## src/rtl/m3w_pkg.sv

```systemverilog
package m3w_pkg;

    localparam int unsigned CMD_W   = 4;
    localparam int unsigned STAT_W  = 4;
    localparam int unsigned AXIS_W  = 11;
    localparam int unsigned RD_W    = STAT_W + 2 * AXIS_W;

    localparam logic [CMD_W-1:0]  CMD_RESET   = 4'b0000;
    localparam logic [CMD_W-1:0]  CMD_MEASURE = 4'b1000;
    localparam logic [CMD_W-1:0]  CMD_REPORT  = 4'b1100;
    localparam logic [STAT_W-1:0] STAT_OK     = 4'b1100;

    typedef enum logic [1:0] {
        FR_RESET,
        FR_MEASURE,
        FR_REPORT
    } frame_e;

    typedef enum logic [2:0] {
        SQ_IDLE,
        SQ_OPEN,
        SQ_XFER,
        SQ_CLOSE,
        SQ_EVAL
    } seq_state_e;

    typedef enum logic [1:0] {
        ST_DONE,
        ST_PENDING,
        ST_FAULT
    } stat_kind_e;

    typedef struct packed {
        logic [STAT_W-1:0] status;
        logic [AXIS_W-1:0] x;
        logic [AXIS_W-1:0] y;
    } report_t;

    function automatic int unsigned half_div(input int unsigned clk_hz,
                                             input int unsigned sclk_hz);
        int unsigned d;
        d = clk_hz / (2 * sclk_hz);
        return (d < 1) ? 1 : d;
    endfunction

    function automatic logic [CMD_W-1:0] frame_cmd(input frame_e f);
        case (f)
            FR_RESET:   return CMD_RESET;
            FR_MEASURE: return CMD_MEASURE;
            default:    return CMD_REPORT;
        endcase
    endfunction

    // Fault on low bits 11 takes priority over every other code.
    function automatic stat_kind_e classify(input logic [STAT_W-1:0] s);
        if (s[1:0] == 2'b11)      return ST_FAULT;
        else if (s == STAT_OK)    return ST_DONE;
        else if (s[3:2] == 2'b00) return ST_PENDING;
        else                      return ST_FAULT;
    endfunction

endpackage

```

## src/rtl/m3w_tick_gen.sv

```systemverilog
module m3w_tick_gen #(
    parameter int unsigned HALF_DIV = 4
) (
    input  logic clk,
    input  logic rst,
    input  logic run,
    output logic tick
);
    localparam int unsigned CNT_W = (HALF_DIV > 1) ? $clog2(HALF_DIV) : 1;
    localparam logic [CNT_W-1:0] LAST = CNT_W'(HALF_DIV - 1);

    logic [CNT_W-1:0] cnt;

    always_ff @(posedge clk) begin
        if (rst || !run)      cnt <= '0;
        else if (cnt == LAST) cnt <= '0;
        else                  cnt <= cnt + 1'b1;
    end

    assign tick = run && (cnt == LAST);
endmodule

```

## src/rtl/m3w_bitio.sv

```systemverilog
module m3w_bitio
    import m3w_pkg::*;
#(
    parameter int unsigned CW = CMD_W,
    parameter int unsigned RW = RD_W
) (
    input  logic          clk,
    input  logic          rst,
    input  logic          tick,
    input  logic          go,
    input  logic [CW-1:0] cmd,
    input  logic          rd_en,
    input  logic          sdio_i,
    output logic          sclk_o,
    output logic          sdio_o,
    output logic          sdio_oe_o,
    output logic          done_o,
    output logic [RW-1:0] rx_o
);
    localparam int unsigned TOT   = CW + RW;
    localparam int unsigned IDX_W = $clog2(TOT + 1);
    localparam logic [IDX_W-1:0] WR_END = IDX_W'(CW);

    logic             active;
    logic             hi;
    logic [IDX_W-1:0] idx;
    logic [IDX_W-1:0] last_idx;
    logic [CW-1:0]    cmd_sr;
    logic [RW-1:0]    rx_sr;
    logic             in_write;

    assign in_write = active && (idx < WR_END);

    always_ff @(posedge clk) begin
        if (rst) begin
            active   <= 1'b0;
            hi       <= 1'b0;
            idx      <= '0;
            last_idx <= '0;
            cmd_sr   <= '0;
            rx_sr    <= '0;
            done_o   <= 1'b0;
        end else begin
            done_o <= 1'b0;
            if (go) begin
                active   <= 1'b1;
                hi       <= 1'b0;
                idx      <= '0;
                last_idx <= rd_en ? IDX_W'(TOT - 1) : IDX_W'(CW - 1);
                cmd_sr   <= cmd;
            end else if (active && tick) begin
                if (!hi) begin
                    hi <= 1'b1;
                    if (!in_write) rx_sr <= {rx_sr[RW-2:0], sdio_i};
                end else begin
                    hi <= 1'b0;
                    if (in_write) cmd_sr <= {cmd_sr[CW-2:0], 1'b0};
                    if (idx == last_idx) begin
                        active <= 1'b0;
                        done_o <= 1'b1;
                    end else begin
                        idx <= idx + 1'b1;
                    end
                end
            end
        end
    end

    assign sclk_o    = hi;
    assign sdio_oe_o = in_write;
    assign sdio_o    = in_write ? cmd_sr[CW-1] : 1'b0;
    assign rx_o      = rx_sr;
endmodule

```

## src/rtl/m3w_unpack.sv

```systemverilog
module m3w_unpack
    import m3w_pkg::*;
#(
    parameter int unsigned OUT_W = 16
) (
    input  logic [RD_W-1:0]  rx,
    output stat_kind_e       kind,
    output logic [OUT_W-1:0] x_ext,
    output logic [OUT_W-1:0] y_ext
);
    report_t rep;
    assign rep  = report_t'(rx);
    assign kind = classify(rep.status);

    generate
        if (OUT_W > AXIS_W) begin : g_extend
            assign x_ext = {{(OUT_W - AXIS_W){rep.x[AXIS_W-1]}}, rep.x};
            assign y_ext = {{(OUT_W - AXIS_W){rep.y[AXIS_W-1]}}, rep.y};
        end else begin : g_trunc
            assign x_ext = rep.x[OUT_W-1:0];
            assign y_ext = rep.y[OUT_W-1:0];
        end
    endgenerate
endmodule

```

## src/rtl/m3w_compass_ctrl.sv

```systemverilog
module m3w_compass_ctrl
    import m3w_pkg::*;
#(
    parameter int unsigned CLK_HZ  = 125_000_000,
    parameter int unsigned SCLK_HZ = 400_000,
    parameter int unsigned OUT_W   = 16,
    parameter int unsigned POLL_W  = 8
) (
    input  logic              clk,
    input  logic              rst,
    input  logic              start_i,
    input  logic [POLL_W-1:0] poll_limit_i,
    output logic              busy_o,
    output logic              valid_o,
    output logic              error_o,
    output logic [OUT_W-1:0]  x_o,
    output logic [OUT_W-1:0]  y_o,
    output logic              en_n_o,
    output logic              sclk_o,
    output logic              sdio_o,
    output logic              sdio_oe_o,
    input  logic              sdio_i
);
    localparam int unsigned HALF_DIV = half_div(CLK_HZ, SCLK_HZ);

    seq_state_e        state;
    frame_e            frame;
    logic              go;
    logic              tick;
    logic              done;
    logic [RD_W-1:0]   rx;
    stat_kind_e        kind;
    logic [OUT_W-1:0]  x_new, y_new;
    logic [POLL_W-1:0] limit_q;
    logic [POLL_W:0]   polls_q;
    logic [POLL_W:0]   polls_next;
    logic [POLL_W:0]   limit_eff;

    m3w_tick_gen #(.HALF_DIV(HALF_DIV)) u_tick (
        .clk  (clk),
        .rst  (rst),
        .run  (busy_o),
        .tick (tick)
    );

    m3w_bitio #(.CW(CMD_W), .RW(RD_W)) u_bitio (
        .clk       (clk),
        .rst       (rst),
        .tick      (tick),
        .go        (go),
        .cmd       (frame_cmd(frame)),
        .rd_en     (frame == FR_REPORT),
        .sdio_i    (sdio_i),
        .sclk_o    (sclk_o),
        .sdio_o    (sdio_o),
        .sdio_oe_o (sdio_oe_o),
        .done_o    (done),
        .rx_o      (rx)
    );

    m3w_unpack #(.OUT_W(OUT_W)) u_unpack (
        .rx    (rx),
        .kind  (kind),
        .x_ext (x_new),
        .y_ext (y_new)
    );

    always_comb begin
        polls_next = polls_q + 1'b1;
        limit_eff  = (limit_q == '0) ? (POLL_W+1)'(1) : {1'b0, limit_q};
    end

    always_ff @(posedge clk) begin
        if (rst) begin
            state   <= SQ_IDLE;
            frame   <= FR_RESET;
            go      <= 1'b0;
            en_n_o  <= 1'b1;
            busy_o  <= 1'b0;
            valid_o <= 1'b0;
            error_o <= 1'b0;
            x_o     <= '0;
            y_o     <= '0;
            limit_q <= '0;
            polls_q <= '0;
        end else begin
            go      <= 1'b0;
            valid_o <= 1'b0;
            case (state)
                SQ_IDLE: begin
                    if (start_i) begin
                        busy_o  <= 1'b1;
                        error_o <= 1'b0;
                        frame   <= FR_RESET;
                        polls_q <= '0;
                        limit_q <= poll_limit_i;
                        en_n_o  <= 1'b0;
                        state   <= SQ_OPEN;
                    end
                end
                SQ_OPEN: begin
                    if (tick) begin
                        go    <= 1'b1;
                        state <= SQ_XFER;
                    end
                end
                SQ_XFER: begin
                    if (done) begin
                        en_n_o <= 1'b1;
                        state  <= SQ_CLOSE;
                    end
                end
                SQ_CLOSE: begin
                    if (tick) begin
                        case (frame)
                            FR_RESET: begin
                                frame  <= FR_MEASURE;
                                en_n_o <= 1'b0;
                                state  <= SQ_OPEN;
                            end
                            FR_MEASURE: begin
                                frame  <= FR_REPORT;
                                en_n_o <= 1'b0;
                                state  <= SQ_OPEN;
                            end
                            default: state <= SQ_EVAL;
                        endcase
                    end
                end
                SQ_EVAL: begin
                    case (kind)
                        ST_DONE: begin
                            x_o     <= x_new;
                            y_o     <= y_new;
                            valid_o <= 1'b1;
                            busy_o  <= 1'b0;
                            state   <= SQ_IDLE;
                        end
                        ST_PENDING: begin
                            if (polls_next >= limit_eff) begin
                                error_o <= 1'b1;
                                busy_o  <= 1'b0;
                                state   <= SQ_IDLE;
                            end else begin
                                polls_q <= polls_next;
                                en_n_o  <= 1'b0;
                                state   <= SQ_OPEN;
                            end
                        end
                        default: begin
                            error_o <= 1'b1;
                            busy_o  <= 1'b0;
                            state   <= SQ_IDLE;
                        end
                    endcase
                end
                default: state <= SQ_IDLE;
            endcase
        end
    end
endmodule

```

## config.mk

```make
export PLATFORM = sky130hd
export DESIGN_NAME = m3w_compass_ctrl
export DESIGN_NICKNAME = d
export VERILOG_FILES = /design/src/rtl/m3w_pkg.sv /design/src/rtl/m3w_tick_gen.sv /design/src/rtl/m3w_bitio.sv /design/src/rtl/m3w_unpack.sv /design/src/rtl/m3w_compass_ctrl.sv
export SDC_FILE = /design/constraint.sdc
export NUM_CORES = 1
export LEC_CHECK = 0
export ABC_CLOCK_PERIOD_IN_PS = 2500
export CAP_MARGIN = 20
export CORE_MARGIN = 2
export CORE_UTILIZATION = 35
export CTS_CLUSTER_SIZE = 25
export DETAILED_ROUTE_END_ITERATION = 10
export GPL_ROUTABILITY_DRIVEN = 0
export HOLD_SLACK_MARGIN = 0.12
export PLACE_DENSITY = 0.56
export RECOVER_POWER = 100
export SYNTH_ARGS = -nofsm -noshare
export SYNTH_HDL_FRONTEND = slang
export SYNTH_SLANG_ARGS = --single-unit
```

## constraint.sdc

```tcl
create_clock -name clk -period 2.5 [get_ports clk]
set_clock_uncertainty 0.15 [all_clocks]
set_input_delay 0.25 -clock clk [delete_from_list [all_inputs] [get_ports clk]]
set_output_delay 0.25 -clock clk [all_outputs]
set_load 0.005 [all_outputs]
```

==> results.cfg, run 1 <==
[run_status]
status = complete, no violations

[route]
remaining_drc_errors = 0
antenna_left = 0
wl_per_cell_um = 13.0
detail_route.vias_per_cell = 4.96
dr.first_iter.drc_count = 159
wirelength_mm = 9.01
vias = 3429
first_pass_iters = 4

[timing]
fin_crit_sh_pct = 99.7
rsz0062_at_grt = true
finalHoldViolations = 0
setup_viol = 0
clock.fmax_mhz = 401
post-route-min-period_ps = 2490
slew_headroom_pct = 40.5
tightest_slew_ps = 893
fin_ws_ps = 6.74
finalSetupTns_ps = 0
slew_violations = 0

[place]
pre_cts_slack_ps = -137
place_area_sq_mm = 0.00494
dp_cells = 671
dp_hpwl_mm = 6.21
port_buffers = 50

[worst_setup_path]
cp_cell_sequence = nand3_2, buf_4, xnor2_2, ha_1, nand4_1, nor2_1, o311ai_2, buf_4, nand3_1, a311o_1
startpoint_type = flop
slowest_delay_ps = 380
path_common_cell = buf_4
endpoint_kind = flop
arrival_ps = 2580
critPathKind = flop to flop
crit_required_ps = 2580
critical_path.top_delay_family = compound AO/OA/AOI/OAI gates
crit_fanout = 5
critical_path.slowest_cell = dfxtp_4
worst-path-buf-inv = 2

[pwr]
p_leak_nw = 2.03
ir_drop_mv = 0.246
pwr_density_cell_mw_per_mm2 = 597

[synthesis]
yosys-top-cells-count = dfxtp_1 (96), nand2_1 (78), nor2_1 (54), a21oi_1 (46), mux2i_1 (28)
syn_area_sq_mm = 0.00423
synth_area_leaders = dfxtp_1 (45%), nand2_1 (6.9%), mux2i_1 (6.6%)
yosysMostFrequentCell = dfxtp_1
synth_cell_types = 55
ys_seq_area_share_pct = 45.5
syn_avg_cell_area_sq_um = 8.77
synthCells = 482
synthArstFlopShare_pct = 0
synthFlopType = dfxtp_1
ys_warn_count = 0
synth_enable_flop_cells = 0
ys_seq_elements = 96
synth_fp_nets = 505
synth_top_area_share_pct = 45.5
synth_top_area_cell = dfxtp_1

[grt]
grt_pass1_wl_mm = 15.1
grt_pass1_vias = 3200
grt_max_degree = 78
antenna_found_initial = 0
track_usage_pct = 14.5
overflow = 0

[cts]
cts_tree = done
path_clk_slew_ps = 70
ctsHoldBuffers = 0
clk_path_buf_depth = 2
cts_root_buf = clkbuf_16
cts_num_sinks = 96
ctsHtreeMaxLevel = 3
numCtsBuffers = 9
clkLatencyLatePin_ps = 350

[floorplan]
initial_utilization_pct = 35.5
io_pins = 51
core_sq_mm = 0.0119
die_y_um = 114
die_x_um = 114
row_count = 40
die-area_sq_mm = 0.0130

[final_layout]
nNetsFinal = 562
instances_no_fill = 691
syn_to_final_growth_pct = 26.0
design_area_sq_mm = 0.00533
drive_gt1_share_pct = 13.1
nFillCells = 1200
antenna_cells = 0

[flow_run]
drv_cap = 0

[min_path]
hp-class = input pin to flop
-- worst register-to-register path: cells and delay by family (launching register included) --
kind | cells | cell delay (ps)
AOI/OAI and AO/OA | 2 | 580
and+or+nand+nor | 4 | 470
DFF | 1 | 380
buffers and inverters | 2 | 350
adders and majority gates | 1 | 310
xor gates and xnor gates | 1 | 130
-- routing by layer --
layer | GRT usage (%) | share of wire (%)
met1 | 18.9 | 49
met2 | 23.3 | 47
met3 | 4.30 | 3.6
met4 | 4.55 | 1.0
met5 | 0 | 0
-- through the flow --
step / total power, mW / util, % / hold WS (ps)
2_1_floorplan: 1.71 / - / 236
3_3_place_gp: 1.78 / 41.4 / 295
5_1_grt: 3.31 / 44.7 / 287
6_report: 3.18 / 44.7 / 283
4_1_cts: 3.22 / 44.7 / 275
3_5_place_dp: 1.78 / 41.4 / 300
-- flip-flops by register name, summed over array words and instances, names as in the netlist, 2 cells and up --
name / cells
u_bitio.rx_o: 26
x_o: 11
y_o: 11
polls_q: 9
limit_q: 8
u_tick.cnt: 8
u_bitio.idx: 5
state: 3
u_bitio.last_idx: 3
frame: 2
u_bitio.cmd_sr: 2
-- final cells by class --
class,count,area (sq um),share of cell area [%]
multi-input combinational,340,2130,40.0
sequential,96,1940,36.4
timing repair buffer,81,728,13.7
clock buffer,9,225,4.23
tap,147,184,3.45
clock inverter,7,81.3,1.53
inverter,11,41.3,0.775
-- cell families after synthesis --
| logic type | after synthesis | synth area share, % |
|---|---|---|
| DFF | 96 | 45.5 |
| AOI/OAI and AO/OA | 82 | 12.5 |
| and+or+nand+nor | 203 | 23.0 |
| adders and majority gates | 11 | 3.26 |
| muxes | 28 | 6.63 |
| buffers and inverters | 46 | 5.86 |
| xor gates and xnor gates | 16 | 3.31 |
-- what timing repair did --
action / CTS / global route
resized for setup: 14 / 5
endpoints found under the setup margin: 11 / 13
setup buffers: 3 / 1
gates cloned: 0 / 0
pin swaps: 8 / 5
-- report_power, final --
group	switching, mW	internal (mW)	leakage [nW]
registers	0.0131	1.54	0.779
logic	0.113	0.0921	1.10
clock network	0.631	0.795	0.153
-- worst paths after layout --
check,startpoint,endpoint,slack [ps],cells past startpoint
worst max-delay path,polls_q[2],en_n_o,7,10
worst min-delay path,rst,u_bitio.last_idx[1],280,3
worst max register to register,polls_q[2],en_n_o,7,10
worst min register to register,y_o[0],y_o[0],300,2
-- cell usage in the layout, fill, tap and decap left out, types with 3 or more instances in the layout --
cell and count:
and3_1 4, o21a_1 4, xnor2_1 4, dfxtp_1 91, or4_1 3, clkdlybuf4s50_1 12
clkbuf_16 9, or3_1 3, nand2b_1 5, dfxtp_4 4, dlygate4sd3_1 37, a21oi_1 46
nand4_1 8, nor3_1 9, inv_6 4, nand3_1 17, o221ai_1 3, nand3b_1 4
nand2_1 78, o21ai_0 7, mux2i_1 28, inv_1 11, o211ai_1 5, xor2_1 9
buf_4 27, nor2_1 52, ha_1 10
No activity file was read; power rests on OpenSTA's default activity.
==> run 2: changes to the inputs <==
--- a/config.mk
+++ b/config.mk
@@ -12,7 +12,7 @@
 export CTS_CLUSTER_SIZE = 25
 export DETAILED_ROUTE_END_ITERATION = 10
 export GPL_ROUTABILITY_DRIVEN = 0
-export HOLD_SLACK_MARGIN = 0.12
+export HOLD_SLACK_MARGIN = 0.02
 export PLACE_DENSITY = 0.56
 export RECOVER_POWER = 100
 export SYNTH_ARGS = -nofsm -noshare
==> results of run 2 <==
Same layout as run 1: the final DEF is identical, and so are final timing and power.
